<file path="src/rtl/ilv_pkg.sv">
package ilv_pkg;

  // Smallest granule is 2**GRAN_LOG_MIN bytes
  localparam int          GRAN_LOG_MIN  = 8;
  localparam logic [2:0]  GRAN_CODE_MAX = 3'd6;

  typedef enum logic [1:0] {
    SEL_BASE = 2'd0,
    SEL_SIZE = 2'd1,
    SEL_TGT  = 2'd2,
    SEL_CTRL = 2'd3
  } cfg_sel_e;

  // Control word, bit 8 down to bit 0
  typedef struct packed {
    logic       commit;
    logic       en;
    logic [1:0] up_code;
    logic [2:0] gran_code;
    logic [1:0] way_code;
  } dec_ctrl_t;

  localparam int CTRL_W = $bits(dec_ctrl_t);

endpackage

</file>
<file path="src/rtl/ilv_dec_regs.sv">
module ilv_dec_regs
  import ilv_pkg::*;
#(
  parameter int ADDR_W = 32,
  parameter int TGT_W  = 24
) (
  input  logic              clk,
  input  logic              rst_n,
  input  logic              wr_en,
  input  cfg_sel_e          wr_sel,
  input  logic [ADDR_W-1:0] wr_data,
  output logic [ADDR_W-1:0] base_o,
  output logic [ADDR_W-1:0] size_o,
  output logic [TGT_W-1:0]  tgt_o,
  output dec_ctrl_t         ctrl_o
);

  logic [ADDR_W-1:0] base_q, size_q;
  logic [TGT_W-1:0]  tgt_q;
  dec_ctrl_t         ctrl_q;
  dec_ctrl_t         wr_ctrl;

  // Clamp granule code to the largest supported size
  always_comb begin
    wr_ctrl = dec_ctrl_t'(wr_data[CTRL_W-1:0]);
    if (wr_ctrl.gran_code > GRAN_CODE_MAX) wr_ctrl.gran_code = GRAN_CODE_MAX;
  end

  always_ff @(posedge clk) begin
    if (!rst_n) begin
      base_q <= '0;
      size_q <= '0;
      tgt_q  <= '0;
      ctrl_q <= '0;
    end else if (wr_en) begin
      if (ctrl_q.commit) begin
        // Locked: only an uncommit request gets through
        if (wr_sel == SEL_CTRL && !wr_ctrl.commit) ctrl_q.commit <= 1'b0;
      end else begin
        case (wr_sel)
          SEL_BASE: base_q <= wr_data;
          SEL_SIZE: size_q <= wr_data;
          SEL_TGT:  tgt_q  <= wr_data[TGT_W-1:0];
          SEL_CTRL: ctrl_q <= wr_ctrl;
          default:  ;
        endcase
      end
    end
  end

  assign base_o = base_q;
  assign size_o = size_q;
  assign tgt_o  = tgt_q;
  assign ctrl_o = ctrl_q;

  // a committed decoder keeps every field but commit
  a_r6_frozen: assert property (@(posedge clk) disable iff (!rst_n)
    (wr_en && ctrl_q.commit) |=>
      ($stable(base_q) && $stable(size_q) && $stable(tgt_q) &&
       $stable(ctrl_q.en) && $stable(ctrl_q.way_code) &&
       $stable(ctrl_q.gran_code) && $stable(ctrl_q.up_code)));

  // uncommit write is honoured while locked
  a_r6_unlock: assert property (@(posedge clk) disable iff (!rst_n)
    (wr_en && ctrl_q.commit && wr_sel == SEL_CTRL && !wr_data[CTRL_W-1]) |=>
      !ctrl_q.commit);

  // stored granule never exceeds 16 KiB
  a_r3_gran_cap: assert property (@(posedge clk) disable iff (!rst_n)
    ctrl_q.gran_code <= GRAN_CODE_MAX);

endmodule

</file>
<file path="src/rtl/ilv_dec_match.sv">
module ilv_dec_match
  import ilv_pkg::*;
#(
  parameter int ADDR_W   = 32,
  parameter int PORT_W   = 3,
  parameter int MAX_WAYS = 8
) (
  input  logic [ADDR_W-1:0]          addr_i,
  input  logic [ADDR_W-1:0]          base_i,
  input  logic [ADDR_W-1:0]          size_i,
  input  logic [MAX_WAYS*PORT_W-1:0] tgt_i,
  input  dec_ctrl_t                  ctrl_i,
  output logic                       hit_o,
  output logic [PORT_W-1:0]          port_o
);

  localparam int WAY_W = $clog2(MAX_WAYS);

  logic [PORT_W-1:0] tgt_a [MAX_WAYS];
  logic [ADDR_W-1:0] offs;
  logic              in_rng;
  logic [4:0]        sh;
  logic [WAY_W-1:0]  mask, idx;

  for (genvar w = 0; w < MAX_WAYS; w++) begin : g_unpack
    assign tgt_a[w] = tgt_i[w*PORT_W +: PORT_W];
  end

  always_comb begin
    offs   = addr_i - base_i;
    in_rng = (addr_i >= base_i) && (offs < size_i);
    // Index starts above granule bits plus the upper level's ways bits
    sh     = 5'(GRAN_LOG_MIN) + {2'b00, ctrl_i.gran_code} + {3'b000, ctrl_i.up_code};
    mask   = WAY_W'((32'd1 << ctrl_i.way_code) - 32'd1);
    idx    = WAY_W'(addr_i >> sh) & mask;
    hit_o  = ctrl_i.commit && ctrl_i.en && in_rng;
    port_o = tgt_a[idx];
  end

endmodule

</file>
<file path="src/rtl/ilv_prio_pick.sv">
module ilv_prio_pick #(
  parameter int N      = 5,
  parameter int PORT_W = 3
) (
  input  logic [N-1:0]             hit_i,
  input  logic [N-1:0][PORT_W-1:0] port_i,
  output logic                     any_o,
  output logic [PORT_W-1:0]        port_o,
  output logic [N-1:0]             grant_o
);

  // Lowest index wins
  always_comb begin
    any_o   = 1'b0;
    port_o  = '0;
    grant_o = '0;
    for (int i = 0; i < N; i++) begin
      if (hit_i[i] && !any_o) begin
        any_o      = 1'b1;
        port_o     = port_i[i];
        grant_o[i] = 1'b1;
      end
    end
  end

endmodule

</file>
<file path="src/rtl/ilv_router.sv">
module ilv_router
  import ilv_pkg::*;
#(
  parameter int NUM_DEC  = 5,
  parameter int ADDR_W   = 32,
  parameter int PORT_W   = 3,
  parameter int MAX_WAYS = 8
) (
  input  logic                       clk,
  input  logic                       rst_n,
  input  logic                       cfg_we,
  input  logic [$clog2(NUM_DEC)-1:0] cfg_dec,
  input  logic [1:0]                 cfg_sel,
  input  logic [ADDR_W-1:0]          cfg_wdata,
  input  logic                       req_valid,
  output logic                       req_ready,
  input  logic [ADDR_W-1:0]          req_addr,
  output logic                       rsp_valid,
  input  logic                       rsp_ready,
  output logic                       rsp_hit,
  output logic [PORT_W-1:0]          rsp_port
);

  localparam int TGT_W = MAX_WAYS * PORT_W;
  localparam int DEC_W = $clog2(NUM_DEC);

  logic [ADDR_W-1:0]              d_base [NUM_DEC];
  logic [ADDR_W-1:0]              d_size [NUM_DEC];
  logic [TGT_W-1:0]               d_tgt  [NUM_DEC];
  dec_ctrl_t                      d_ctrl [NUM_DEC];
  logic [NUM_DEC-1:0]             d_hit;
  logic [NUM_DEC-1:0][PORT_W-1:0] d_port;
  logic [NUM_DEC-1:0]             grant;
  logic                           any_hit;
  logic [PORT_W-1:0]              pick_port;

  for (genvar d = 0; d < NUM_DEC; d++) begin : g_dec
    ilv_dec_regs #(.ADDR_W(ADDR_W), .TGT_W(TGT_W)) u_regs (
      .clk     (clk),
      .rst_n   (rst_n),
      .wr_en   (cfg_we && cfg_dec == DEC_W'(d)),
      .wr_sel  (cfg_sel_e'(cfg_sel)),
      .wr_data (cfg_wdata),
      .base_o  (d_base[d]),
      .size_o  (d_size[d]),
      .tgt_o   (d_tgt[d]),
      .ctrl_o  (d_ctrl[d])
    );

    ilv_dec_match #(.ADDR_W(ADDR_W), .PORT_W(PORT_W), .MAX_WAYS(MAX_WAYS)) u_match (
      .addr_i (req_addr),
      .base_i (d_base[d]),
      .size_i (d_size[d]),
      .tgt_i  (d_tgt[d]),
      .ctrl_i (d_ctrl[d]),
      .hit_o  (d_hit[d]),
      .port_o (d_port[d])
    );

    // only an enabled, committed decoder can win
    a_r5_eligible: assert property (@(posedge clk) disable iff (!rst_n)
      grant[d] |-> (d_ctrl[d].commit && d_ctrl[d].en));

    // no lower-numbered decoder also matched
    a_r7_lowest: assert property (@(posedge clk) disable iff (!rst_n)
      grant[d] |-> ((d_hit & NUM_DEC'((1 << d) - 1)) == '0));
  end

  ilv_prio_pick #(.N(NUM_DEC), .PORT_W(PORT_W)) u_pick (
    .hit_i   (d_hit),
    .port_i  (d_port),
    .any_o   (any_hit),
    .port_o  (pick_port),
    .grant_o (grant)
  );

  // Response register with pass-through ready
  assign req_ready = !rsp_valid || rsp_ready;

  always_ff @(posedge clk) begin
    if (!rst_n) begin
      rsp_valid <= 1'b0;
      rsp_hit   <= 1'b0;
      rsp_port  <= '0;
    end else if (req_ready) begin
      rsp_valid <= req_valid;
      if (req_valid) begin
        rsp_hit  <= any_hit;
        rsp_port <= any_hit ? pick_port : '0;
      end
    end
  end

  a_r7_single: assert property (@(posedge clk) disable iff (!rst_n)
    $onehot0(grant));

  a_r8_latency: assert property (@(posedge clk) disable iff (!rst_n)
    (req_valid && req_ready) |=> rsp_valid);

  a_r9_hold: assert property (@(posedge clk) disable iff (!rst_n)
    (rsp_valid && !rsp_ready) |=> (rsp_valid && $stable(rsp_hit) && $stable(rsp_port)));

  a_r1_miss_zero: assert property (@(posedge clk) disable iff (!rst_n)
    (rsp_valid && !rsp_hit) |-> (rsp_port == '0));

endmodule

</file>
<file path="config.mk">
export PLATFORM = sky130hd
export DESIGN_NAME = ilv_router
export DESIGN_NICKNAME = d
export VERILOG_FILES = /design/src/rtl/ilv_pkg.sv /design/src/rtl/ilv_dec_regs.sv /design/src/rtl/ilv_dec_match.sv /design/src/rtl/ilv_prio_pick.sv /design/src/rtl/ilv_router.sv
export SDC_FILE = /design/constraint.sdc
export NUM_CORES = 2
export LEC_CHECK = 0
export ABC_AREA = 1
export BUFFER_PORTS_ARGS = -buffer_cell sky130_fd_sc_hd__buf_2
export CORE_ASPECT_RATIO = 0.9
export CORE_MARGIN = 10
export CORE_UTILIZATION = 30
export DETAILED_ROUTE_END_ITERATION = 8
export RECOVER_POWER = 25
export SLEW_MARGIN = 20
export SYNTH_ARGS = -nofsm -noshare
export SYNTH_HDL_FRONTEND = slang
export SYNTH_SLANG_ARGS = --single-unit
export TNS_END_PERCENT = 1
</file>
<file path="constraint.sdc">
create_clock -name clk -period 11.01 [get_ports clk]
set_input_delay 2.7525 -clock clk [delete_from_list [all_inputs] [get_ports clk]]
set_output_delay 2.7525 -clock clk [all_outputs]
set_load 0.03 [all_outputs]
</file>
==> impl_results.md <==
- RSZ-0062 raised after global routing: false
- Pwr dens: 127 mW/mm^2
- Fin. max-slew vios: 100
- Post-Synth Simple-Gate Area: 19.6%
- Avg Inst Size Synth: 6.76 um^2
- Gr usage total: 19.4%
- Routed vias: 33700
- Vias in the first global route: 30000
- Synth area leader: dfxtp_1
- Initial antenna violation count: 20
- DR vias/cell: 5.21
- Longest Clk Path Bufs: 3
- Post-synthesis compound-gate area fraction: 24.6%
- Met1 Use GR: 28.7%
- Routed WL per cell: 20.1 um
- WP data arrival: 7920 ps
- Post-CTS setup buffers: 0
- Ys async rst share: 0%
- CTS tree: done
- Ys Warns: 0
- Leak: 14.9 nW
- Top post-synthesis cells by area: dfxtp_1 29%, ha_1 12%, a21oi_1 11%
- Min-delay worst type: reg -> reg
- Outcome: finished with violations
- Clock sink total: 490
- XOR/XNOR Fraction of Synth Area: 3.85%
- Mux share of post-synthesis cell area: 0%
- Max-cap violations: 1
- Final #Nets: 5348
- Placed cells: 6352
- Hpwl dp: 91800 um
- Initial DRC count: 3985
- Prevailing post-synth register cell: dfxtp_1
- Mapped Area: 0.0339 mm^2
- Core Area: 0.112 mm^2
- Hold depth: 2
- First-pass GRT wire length: 192000 um
- Die H: 339 um
- Ports: 80
- Worst Skew: 17.4 ps
- Final setup violation count: 0
- CTS hold repair buffers: 0
- Die area: 0.127 mm^2
- Routed Antenna Nets: 0
- Die width: 374 um
- Cells after Synth: 5014
- Remaining global-route overflow: 0
- Final min period: 7390 ps
- Fin Setup TNS: 0 ps
- Fmax: 135 MHz
- Synth top area share: 28.9%
- Global-route met3 utilization: 4.05%
- Most common cell after layout, fill and taps aside: nand2_1
- Root buffer cell: clkbuf_16
- Final hold vios: 0
- Starting density of the core: 30.3%
- Drt total wl: 130000 um
- Clock latency on the worst-skew pair: 650 ps
- Layout cells sized above 1: 4.60%
- Critical path fanouts, max: 99
- Maximum vdd drop: 0.118 mV
- Most frequent cells in the layout: 754 x nand2_1, 716 x a21oi_1, 685 x o21ai_0
- Seq cells post-synth: 490
- # resized after CTS: 0
- Setup crit start kind: input pin
- Clock Pin Slew Worst Setup and Hold Paths: 60 ps
- Syn-to-layout area delta: 9.94%
- Post-Synth Adder-Cell Area: 12.8%
- Post-synth EDFFs: 0
- Critical path endpoint category: register
- Syn nets: 5428
- Number of remaining DRC errors: 0
- Largest family of logic cells by synthesized area: compound AO/OA/AOI/OAI gates
- Htree depth: 2
- Fin util: 33.4%
- Detailed-router iteration count before antenna repair: 5
- Max_slew headroom: -160%
- Seq/Total Area, Yosys: 28.9%
- Post-route insts no fill: 6463
- Power Total: 4.72 mW
- Slew of the pin with the lowest slew margin: 3900 ps
- Fillers: 12200
- Yosys cell types: 48
- Period utilisation layout: 67.1%
- CP Class: in -> reg
- Most Used Layer, Global Route: met1
- Failing checks: capacitance limit, slew limit
- Met2 Track Usage GR: 27.6%
- Num CTS Buffers: 55
- Worst Path Required: 11550 ps
- Final Wtd Congestion: 0.972
- Pin count of the biggest net entering global routing: 120
- # rows: 116
- Cells on worst reg2reg path: 28
- Port Buffers: 79
-- stage by stage --
stage	worst slack, ps	hold slack (ps)	cell area [um^2]
after floorplan	4650	425	33900
after global placement	3370	435	35300
after detailed placement	3280	440	35300
after CTS	3900	449	37300
after global routing	3180	470	37300
final	3620	451	37300
-- worst paths after layout --
path              slack [ps]                       from                         to
setup / recovery        3620                      rst_n                    rsp_hit
hold reg to reg          450  g_dec[0].u_regs.tgt_o[23]  g_dec[0].u_regs.tgt_o[23]
setup reg to reg        5900  g_dec[4].u_regs.base_o[2]                rsp_port[0]
hold / removal           450  g_dec[0].u_regs.tgt_o[23]  g_dec[0].u_regs.tgt_o[23]
-- kinds of logic (layout without fill, tap and decap cells) --
kind of cell,count (synthesis),in the layout
AOI/OAI and AO/OA,1592,1592
and+or+nand+nor,1557,1557
buffers and inverters,886,848
DFF,490,490
adders and majority gates,340,340
xor gates and xnor gates,149,149
other,0,12
-- power breakdown --
part | switching [mW] | internal (mW) | leakage (nW) | total [mW]
Clock | 0.816 | 1.18 | 0.956 | 2.00
Combinational | 0.618 | 0.299 | 10.0 | 0.917
Sequential | 0.00785 | 1.80 | 3.95 | 1.80
Total | 1.44 | 3.28 | 14.9 | 4.72
-- cell usage after synthesis (10+ instances only) --
cell type	instances
buf_1	13
clkbuf_1	186
nor4_1	12
buf_2	32
ha_1	330
nand3_1	293
nor2_1	374
a21oi_1	716
o21bai_1	12
nand4_1	72
nor3_1	20
o21ai_1	33
o21a_1	10
fa_1	10
a31oi_1	25
xnor2_1	45
inv_1	617
o21ai_0	685
clkinv_1	12
nand3_2	11
dfxtp_1	490
buf_6	12
xor2_1	104
nand2_1	754
o211ai_1	47
a21o_1	19
a211oi_1	13
-- metal layers --
layer  part of all wire [%]  routed length (um)  up-vias
li1                       -                   -    16700
met1                     48               61800    15500
met2                     40               51700     1309
met3                    9.7               12600      189
met4                    2.7                3500        6
met5                  0.026                  34        -
-- flip-flops by register name, indices dropped and copies added, names as in the netlist, named ones only --
register	cells
g_dec.u_regs.size_o	160
rsp_hit	1
rsp_port	3
g_dec.u_regs.ctrl_o	40
g_dec.u_regs.base_o	160
rsp_valid	1
g_dec.u_regs.tgt_o	120
-- final cells by class --
class                           instances  area, um^2  area share, %
Clock buffer                           82        1670           4.47
Clock inverter                         17         278          0.745
Sequential cell                       490        9810           26.3
Tap cell                             1475        1850           4.95
Timing Repair Buffer                  111         628           1.68
Antenna cell                           12        30.0         0.0805
Inverter                              638        2390           6.42
Multi-Input combinational cell       3638       20600           55.3
-- worst max-delay path, stage by stage --
cell,delay [ps]
clkbuf_1,2680
clkinv_1,1980
a21oi_1,410
Power figures use the tool's default switching activity.
